## config.mk

```make
export PLATFORM = sky130hd
export DESIGN_NAME = digital_lock_detector
export DESIGN_NICKNAME = d
export VERILOG_FILES = /design/src/rtl/lock_det_pkg.sv /design/src/rtl/err_classifier.sv /design/src/rtl/good_run_counter.sv /design/src/rtl/lock_state.sv /design/src/rtl/digital_lock_detector.sv
export SDC_FILE = /design/constraint.sdc
export NUM_CORES = 1
export LEC_CHECK = 0
export BUFFER_PORTS_ARGS = -buffer_cell sky130_fd_sc_hd__buf_2
export CORE_AREA = 8 8 45 47
export DETAILED_ROUTE_END_ITERATION = 8
export DIE_AREA = 0 0 53 55
export SYNTH_ARGS = -nofsm -noshare
export SYNTH_HDL_FRONTEND = slang
export SYNTH_SLANG_ARGS = --single-unit
```

## constraint.sdc

```tcl
create_clock -name clk -period 2.3 [get_ports clk]
set_input_delay 0.345 -clock clk [delete_from_list [all_inputs] [get_ports clk]]
set_output_delay 0.345 -clock clk [all_outputs]
set_load 0.005 [all_outputs]
```

## src/rtl/lock_det_pkg.sv

```systemverilog
package lock_det_pkg;
  typedef enum logic [1:0] {
    ERR_GOOD = 2'd0,
    ERR_MID  = 2'd1,
    ERR_BAD  = 2'd2
  } err_class_t;
endpackage

```

## src/rtl/err_classifier.sv

```systemverilog
module err_classifier
  import lock_det_pkg::*;
#(
  parameter int ERR_W     = 8,
  parameter int ACQ_TICKS = 15,
  parameter int REL_TICKS = 25
) (
  input  logic [ERR_W-1:0] err_ticks,
  output err_class_t       err_cls
);
  localparam logic [ERR_W-1:0] ACQ_L = ERR_W'(ACQ_TICKS);
  localparam logic [ERR_W-1:0] REL_L = ERR_W'(REL_TICKS);

  always_comb begin
    if (err_ticks < ACQ_L)      err_cls = ERR_GOOD;
    else if (err_ticks > REL_L) err_cls = ERR_BAD;
    else                        err_cls = ERR_MID;
  end
endmodule

```

## src/rtl/good_run_counter.sv

```systemverilog
module good_run_counter
  import lock_det_pkg::*;
#(
  parameter int SHORT_RUN = 3,
  parameter int LONG_RUN  = 5,
  parameter int CNT_W     = $clog2(LONG_RUN + 1)
) (
  input  logic       clk,
  input  logic       rst,
  input  logic       sample_valid,
  input  err_class_t sample_cls,
  input  logic       locked,
  input  logic       long_mode,
  output logic       run_done
);
  localparam logic [CNT_W-1:0] SHORT_L = CNT_W'(SHORT_RUN);
  localparam logic [CNT_W-1:0] LONG_L  = CNT_W'(LONG_RUN);

  logic [CNT_W-1:0] run_q, run_d, base, target;
  logic             mode_q;
  logic             restart;

  assign target  = long_mode ? LONG_L : SHORT_L;
  assign restart = (long_mode != mode_q);
  assign base    = restart ? '0 : run_q;

  always_comb begin
    run_done = 1'b0;
    run_d    = base;
    if (locked) begin
      run_d = '0;
    end else if (sample_valid) begin
      if (sample_cls == ERR_GOOD) begin
        if (base + CNT_W'(1) == target) begin
          run_done = 1'b1;
          run_d    = '0;
        end else begin
          run_d = base + CNT_W'(1);
        end
      end else begin
        run_d = '0;
      end
    end
  end

  always_ff @(posedge clk) begin
    if (rst) begin
      run_q  <= '0;
      mode_q <= 1'b0;
    end else begin
      run_q  <= run_d;
      mode_q <= long_mode;
    end
  end

  // a non-good sample while unlocked empties the run
  assert_nongood_clears_R4: assert property (@(posedge clk) disable iff (rst)
    (!locked && sample_valid && sample_cls != ERR_GOOD) |=> (run_q == '0));

  // the run never reaches the longest target without having completed
  assert_run_bounded_R3: assert property (@(posedge clk) disable iff (rst)
    run_q < LONG_L);

  // no run is kept while locked
  assert_locked_run_empty_R7: assert property (@(posedge clk) disable iff (rst)
    locked |-> (run_q == '0));

  // idle cycles leave the run untouched when the mode is steady
  assert_idle_holds_R8: assert property (@(posedge clk) disable iff (rst)
    (!sample_valid && !locked && long_mode == mode_q) |=> $stable(run_q));
endmodule

```

## src/rtl/lock_state.sv

```systemverilog
module lock_state
  import lock_det_pkg::*;
(
  input  logic       clk,
  input  logic       rst,
  input  logic       sample_valid,
  input  err_class_t sample_cls,
  input  logic       run_done,
  output logic       locked
);
  logic lock_d;

  always_comb begin
    if (locked) lock_d = !(sample_valid && sample_cls == ERR_BAD);
    else        lock_d = run_done;
  end

  always_ff @(posedge clk) begin
    if (rst) locked <= 1'b0;
    else     locked <= lock_d;
  end

  // lock only rises on a completed run
  assert_rise_on_run_R2: assert property (@(posedge clk) disable iff (rst)
    $rose(locked) |-> $past(run_done));
endmodule

```

## src/rtl/digital_lock_detector.sv

```systemverilog
module digital_lock_detector
  import lock_det_pkg::*;
#(
  parameter int ERR_W     = 8,
  parameter int ACQ_TICKS = 15,
  parameter int REL_TICKS = 25,
  parameter int SHORT_RUN = 3,
  parameter int LONG_RUN  = 5
) (
  input  logic             clk,
  input  logic             rst,
  input  logic             err_valid,
  input  logic [ERR_W-1:0] err_ticks,
  input  logic             long_mode,
  output logic             lock_o
);
  localparam int CNT_W = $clog2(LONG_RUN + 1);
  localparam logic [ERR_W-1:0] ACQ_L = ERR_W'(ACQ_TICKS);
  localparam logic [ERR_W-1:0] REL_L = ERR_W'(REL_TICKS);

  err_class_t cls;
  logic       run_done;
  logic       locked;

  err_classifier #(
    .ERR_W(ERR_W), .ACQ_TICKS(ACQ_TICKS), .REL_TICKS(REL_TICKS)
  ) u_cls (
    .err_ticks(err_ticks),
    .err_cls  (cls)
  );

  good_run_counter #(
    .SHORT_RUN(SHORT_RUN), .LONG_RUN(LONG_RUN), .CNT_W(CNT_W)
  ) u_run (
    .clk         (clk),
    .rst         (rst),
    .sample_valid(err_valid),
    .sample_cls  (cls),
    .locked      (locked),
    .long_mode   (long_mode),
    .run_done    (run_done)
  );

  lock_state u_lock (
    .clk         (clk),
    .rst         (rst),
    .sample_valid(err_valid),
    .sample_cls  (cls),
    .run_done    (run_done),
    .locked      (locked)
  );

  assign lock_o = locked;

  // a rising flag follows a captured sample below the acquire threshold
  assert_rise_after_good_R2: assert property (@(posedge clk) disable iff (rst)
    $rose(lock_o) |-> $past(err_valid && err_ticks < ACQ_L));

  // a falling flag follows a captured sample above the release threshold
  assert_fall_after_bad_R5: assert property (@(posedge clk) disable iff (rst)
    $fell(lock_o) |-> $past(err_valid && err_ticks > REL_L));

  // marginal or good samples keep lock
  assert_hold_in_band_R6: assert property (@(posedge clk) disable iff (rst)
    (lock_o && err_valid && err_ticks <= REL_L) |=> lock_o);

  // idle cycles never move the flag
  assert_idle_flag_R8: assert property (@(posedge clk) disable iff (rst)
    !err_valid |=> $stable(lock_o));
endmodule

```

==> summary by stage, run 1 <==
Outcome
The flow ran to the end, and the final reports show no timing, DRC or antenna violations.

Setup path
The largest fanout of any net on the critical path is 4. The data required time at the worst endpoint is 2.48 ns. The startpoint of the most critical register-to-register path is u_run.mode_q. Counting cells, the worst reg-to-reg path comes to 7. Across all register-to-register paths, the minimum setup slack is 0.19 ns. The critical setup path kind is reg2reg.

The arrival time of the worst setup path is 2.29 ns. In this run the worst setup path begins at u_run.mode_q. The critical path launch point type is a flip-flop. STA classifies the critical path endpoint as a flip-flop. The worst register-to-register path ends at u_lock.locked.

Clock tree
The clock input transition at the sequential cells of the worst setup and hold paths is 0.04 ns. The CTS tree is yes. Counting the buffers created by CTS gives 3. The clock sink count is 5. The clock root buffer is clkbuf_4. Once the clock tree was built, the resizer swapped 0 gates to a different size. Buffers inserted to repair hold after CTS numbered 0. The worst-case clock buffer depth is 2.

In this run the number of H-tree levels came out at 1. The number of buffers inserted to repair setup after CTS is 0. Clock latency on the worst-skew pair, taken at its later pin, is 0.25 ns.

STA
Measured against its own limit, the worst slew margin works out to 0.797. The maximum operating frequency is 474 MHz. The number of setup violations in the final report is 0.

Setup repair after global routing left no endpoint under its margin. The period utilization is 0.918. The number of endpoints with negative hold slack in the final report was 0.

Between clock sinks in the finished design, the worst skew comes to 0.000925 ns. Subtracting the final worst setup slack from the clock period gives 2.11 ns. The count of pins over their slew limit was 0. For the final routed database, the setup TNS stands at 0 ns. The pin slew with the least headroom to its limit is 0.303 ns.

Placed design
After legalization and detailed placement, the total HPWL measured 665 µm. Input and output buffers added on the ports amount to 12. The congestion estimate from routability-driven global placement came to 0.725. After detailed placement, the design holds a cell count of 68.

Cells and area
Of the cells placed in the final design, the portion with a size suffix greater than 1 is 0.321. The number of antenna diodes in the final layout is 0. The final layout contains 70 nets. The post-layout instance count excluding filler cells is 72. The layout overhead on the synthesized area is 33.7%.

Yosys
The proportion of register bits with asynchronous set or reset after synthesis is 0. The average size of a mapped cell is 8.66 µm². The share of the Yosys chip area taken by registers is 0.296.

In the post-synthesis netlist, the biggest area contributors are dfxtp_1 30%, o31ai_1 4.4%, and2_1 3.7%. The portion of synthesized cell area occupied by the leading cell type is 0.296. After technology mapping, the gate count stands at 39. The number of nets produced by synthesis is 52. The number of synthesized register bits is 5. The synthesized design spends more area on one cell type than any other, namely dfxtp_1.

The most used flip-flop cell after synthesis is dfxtp_1. Summing every instance area after synthesis gives 338 µm². The number of flops mapped to enable cells by yosys is 0. The count of warnings emitted by yosys is 0. The netlist uses 27 different library cells.

Drt
The routed layout has 343 vias. The final routed wire length divided by cell count is 11.7 µm. The antenna violation net count after detailed routing is 0. Dividing the detail-routed via count by the number of cells gives 4.76. In this run, the number of DRC markers left after iteration 0 of detailed routing was 6. In the routed design, unresolved DRC markers number 0. Before antenna repair, the detailed router went through 5 iterations. The routed design has 842 µm of wire.

Min path
The end of the worst hold path is u_lock.locked. In this run the most critical hold path is launched from rst. The path category of the worst min-delay check is in2reg. The worst hold path stage count is 2.

Power and ir drop
Cell internal power was estimated by the tool at 0.168 mW. The analysis attributes to cell leakage a power of 0.183 nW. The net switching share of the total power is 0.240.

The power per standard cell area is 489 nW/µm². The relative contribution of sequential cells to total power is 0.405. The power share of the clock group is 0.477. The switching power of the nets is 0.0530 mW.

VDD sags by at most 365 µV. The combinational share of power is 0.118.

Die
The standard-cell row count is 14. The die span in x is 53 µm. The core area is 1380 µm².

The overall die area is 2920 µm². The boundary pin count is 13. The starting utilization of the core area is 0.244. The die height is 55 µm.

Global route
The first global-routing pass estimated 1.46 mm of wire. In the global route stage, overall resource usage came out at 0.0705. The total overflow left after global routing is 0. The number of antenna violations at the first check in global routing is 0. The largest net degree at the start of global routing is 7.

The via count of the first global-routing pass came to 356.

Run
Across the run, the number of max-cap violations was 0.
power groups by stage:
stage	registers (mW)	logic (mW)	clock network, mW
2_1_floorplan	0.0905	0.00951	0
3_3_place_gp	0.0908	0.0259	0
3_5_place_dp	0.0909	0.0258	0
4_1_cts	0.0893	0.0260	0.108
5_1_grt	0.0892	0.0289	0.115
6_report	0.0893	0.0261	0.105
through the flow:
stage | area (µm²) | util | power [mW] | hold WS [ns] | setup WS, ns
2_1_floorplan | 338 | - | 0.100 | 0.407 | 0.284
3_3_place_gp | 425 | 0.307 | 0.117 | 0.505 | 0.105
3_5_place_dp | 425 | 0.307 | 0.117 | 0.511 | 0.0725
4_1_cts | 452 | 0.326 | 0.224 | 0.299 | 0.199
5_1_grt | 452 | 0.326 | 0.234 | 0.303 | 0.0461
6_report | 452 | 0.326 | 0.221 | 0.309 | 0.188
layout by cell type, fill, tap and decap left out, drive strengths merged:
cell type  Yosys  routed
o21ai          1       1
o31a           1       1
or4bb          1       1
nand3          1       1
mux2           1       1
a211o          1       1
nor3           2       2
nand4          2       2
ha             1       1
buf            0      13
or3b           1       1
nand4b         1       1
and3b          1       1
o211ai         1       1
o31ai          2       2
a21bo          1       1
nand2          3       3
nor2           3       3
and2           2       2
inv            1       1
a31o           1       1
a21oi          1       1
nor3b          1       1
clkbuf         0       4
xor2           1       1
nand2b         1       1
dfxtp          5       5
xnor2          1       1
nor2b          1       1
per-layer routing:
metal,GRT usage,up-vias,share of wire
li1,-,181,-
met1,0.0804,144,0.52
met2,0.0918,16,0.38
met3,0.0374,2,0.064
met4,0.0647,0,0.032
met5,0,-,0
cell families (layout without fill, tap and decap cells):
| logic type | Yosys count | count (layout) | share of synthesized area |
|---|---|---|---|
| AO/OA/AOI/OAI | 9 | 9 | 0.215 |
| XOR/XNOR | 2 | 2 | 0.0519 |
| adder cells (fa/ha/maj) | 1 | 1 | 0.0370 |
| buffers and inverters | 1 | 18 | 0.0111 |
| flip-flops | 5 | 5 | 0.296 |
| multiplexers | 1 | 1 | 0.0333 |
| AND/OR/NAND/NOR | 20 | 20 | 0.356 |
worst max-delay path: stages (launching register included):
cell and delay [ns]:
dfxtp_1 0.38, xnor2_1 0.17, and2_1 0.19, ha_1 0.26
or3b_1 0.39, a211o_1 0.29, a31o_1 0.22, a21oi_2 0.13
Yosys cell counts (all sizes together), types with 2 or more instances:
cell / count
and2: 2
dfxtp: 5
nand2: 3
nand4: 2
nor2: 3
nor3: 2
o31ai: 2
final cells by class:
class                      count  area [µm²]
fill                         143         932
inverter                       1        3.75
timing repair buffer          13        67.6
sequential                     5         100
tap                           16        20.0
clock buffer                   4        26.3
multi-input combinational     33         234
state kept, by name (all words and copies together), names as in the netlist:
register       count
u_run.run_q        3
u_lock.locked      1
u_run.mode_q       1
worst max path at each step:
stage	to	slack, ns	depth (start not counted)
5_1_grt	u_lock.locked	0.05	7
3_5_place_dp	u_lock.locked	0.07	8
4_1_cts	u_lock.locked	0.20	7
6_report	u_lock.locked	0.19	7
3_3_place_gp	u_lock.locked	0.10	8
2_1_floorplan	u_lock.locked	0.28	7
No activity file was read; power rests on OpenSTA's default activity.
==> run 2, diff against run 1 <==
--- a/config.mk
+++ b/config.mk
@@ -7,6 +7,7 @@
 export LEC_CHECK = 0
 export BUFFER_PORTS_ARGS = -buffer_cell sky130_fd_sc_hd__buf_2
 export CORE_AREA = 8 8 45 47
+export CTS_BUF_LIST = sky130_fd_sc_hd__clkbuf_16
 export DETAILED_ROUTE_END_ITERATION = 8
 export DIE_AREA = 0 0 53 55
 export SYNTH_ARGS = -nofsm -noshare
==> run 2 against run 1 <==
Against the previous run:
- sequential power up 0.4%
- first-iteration DRC count increased by 17%
- combinational power hardly changed
- maximum frequency increased by 1.3%
- core utilization rose by 3.8 points
- highest routed layer unchanged
==> summary by stage, run 2 (synthesis results as in run 1) <==
Drt
The first detailed-routing pass took 4 iterations. Summed over all layers, the routed wires come to 862 µm. The detailed-route vias per instance is 4.94.

After detailed routing, the number of remaining DRC violations is 0. After detailed routing, the average wire length per cell comes to 12.0 µm. Detailed routing inserted a total of 356 vias. The iteration-0 DRC count of the detailed router is 7. The antenna violation net count after detailed routing is 0.

Setup path
The worst setup path is captured at a flip-flop. The critical setup path kind is reg2reg. The data required time at the worst endpoint is 2.47 ns. The arrival time of the worst setup path is 2.25 ns. The critical path launch point type is a flip-flop. The largest fanout of any net on the critical path is 4.

Global route
The aggregate global-route resource usage is 0.0755. The global-route wire length before repair is 1.46 mm. The via count of the first global-routing pass was 360. In the global route stage, met2 resource usage came out at 0.0879. The global-route met1 utilization is 0.0791. The number of antenna violations at the first check in global routing is 0. The met3 layer usage reported by global route is 0.0535. The most used routing layer in global routing is met4. Global routing finished with a remaining overflow of 0. Entering global routing, the biggest net connects 7 pins.

Cells and area
The top cell types in the final layout, fill and taps aside, are 12 x buf_2, 5 x dfxtp_1, 3 x nor2_1, 3 x nand2_1, 3 x clkbuf_16. In the final layout, the multi-input gates occupy 234 µm². The ratio of cells with drive above 1 in the final layout is 0.321.

The filler cells instantiated in the layout total 136. After routing the design area is 504 µm². The commonest non-fill, non-tap cell in the layout is buf_2.

The fraction of the core area covered by cells at the end of the flow is 0.364. The net count of the finished layout is 70. The flip-flop count of the largest register after layout is 3. The register with the most flip-flops is u_run.run_q. In the final layout, the registers with the most flip-flops are u_run.run_q (3), u_lock.locked (1), u_run.mode_q (1).

The area growth from synthesis to layout is 49.3%. The post-layout instance count excluding filler cells is 72. 0 antenna diodes ended up in the layout. The register cell area after layout is 100 µm².

Min path
The min-delay analysis places its worst path in the category in2reg.

Die
The die span in x is 53 µm. The core area is 1380 µm². The initial utilization of the core area, before any placement, comes to 0.244. The die covers 2920 µm².

The die height is 55 µm. The boundary pin count is 13. After floorplanning, the core was divided into 14 placement rows.

STA
Adding up every negative setup slack in the final design gives 0 ns. The number of endpoints with negative hold slack in the final report is 0. The count of pins over their slew limit came to 0. The clock arrives with 0.000826 ns of skew. Setup repair after global routing left no endpoint under its margin. Dividing the final minimum period by the clock period gives 0.907. Static timing analysis puts the maximum clock frequency at 480 MHz. The clock period could shrink to 2.09 ns. For the pin with the worst max-slew slack, the measured transition is 0.302 ns. The final worst hold slack is 0.323 ns. The worst pin sits at a relative slew slack of 0.797.

The setup slack of the critical path after layout is 0.215 ns. Setup violations remaining at the end of the flow were counted as 0.

Power and ir drop
The combinational share of power is 0.065. Of the total power, the share spent switching nets is 0.180. The relative contribution of sequential cells to total power is 0.225.

The design draws 0.399 mW. The internal portion of the total power is 0.328 mW. The leakage component of the power is 0.210 nW.

Dividing total power by cell area gives a power density of 792 nW/µm². Of the total power, the clock network draws 0.710. The analysis attributes to net switching a power of 0.0717 mW. IR analysis of the VDD net gives a maximum drop of 443 µV.

Clock tree
The quantity of hold-fixing buffers added after cts is 0. After clock tree synthesis, the clock-pin slew on the worst setup and hold paths is 0.03 ns. TritonCTS built the clock tree. The cell sitting at the root of the clock tree is a clkbuf_16.

In this run the number of H-tree levels came out at 1. The worst-case clock buffer depth is 2. Once the clock tree was built, the resizer swapped 0 gates to a different size. Post-CTS timing repair inserted 0 buffers for setup. The clock sink count is 5. The number of buffers created by CTS is 3. At the later pin of the worst-skew pair, clock insertion delay measures 0.23 ns.

Placed design
The placed instances occupy a cell area of 425 µm². The number of input and output port buffers inserted is 12. The HPWL after detailed placement is 665 µm.

The final estimated routing congestion in global placement is 0.725. After detailed placement, the design holds a cell count of 68. The post-placement setup slack is 0.0725 ns.

Outcome
The run finished with clean final reports.

Run
Max-cap violations in this run came to 0.
[run 2: cell types whose count changed in the layout (fill, tap and decap cells not counted)]
cell,before,now
inv_1,1,2
clkbuf_16,0,3
clkbuf_1,1,0
clkbuf_4,3,0
[run 2: power groups by stage]
stage	clock network, mW	logic [mW]	registers, mW
global route	0.298	0.0289	0.0897
finish	0.283	0.0261	0.0897
global placement	0	0.0259	0.0908
CTS	0.290	0.0260	0.0897
detailed placement	0	0.0258	0.0909
floorplan	0	0.00951	0.0905
[run 2: worst max-delay path, stage by stage, from the launching register on]
cell	delay [ns]
dfxtp_1	0.37
xnor2_1	0.17
and2_1	0.19
ha_1	0.26
or3b_1	0.39
a211o_1	0.29
a31o_1	0.22
a21oi_2	0.12
[run 2: layer usage]
| layer | vias up | share of wire |
|---|---|---|
| met5 | - | 0 |
| met4 | 0 | 0.049 |
| met3 | 5 | 0.092 |
| met2 | 17 | 0.36 |
| met1 | 152 | 0.50 |
| li1 | 182 | - |
[run 2: path summary, 6_finish.rpt]
kind	start	end	slack [ns]	depth (start not counted)
setup reg to reg	u_run.mode_q	u_lock.locked	0.21	7
hold reg to reg	u_run.run_q[2]	u_run.run_q[2]	0.51	2
setup / recovery	u_run.mode_q	u_lock.locked	0.21	7
hold / removal	rst	u_lock.locked	0.32	2
[run 2: cell type report]
class | instances | share of cell area
Clock inverter | 1 | 0.00744
Tap cell | 16 | 0.0397
Multi-Input combinational cell | 33 | 0.464
Clock buffer | 3 | 0.149
Inverter | 1 | 0.00744
Sequential cell | 5 | 0.199
Timing Repair Buffer | 13 | 0.134
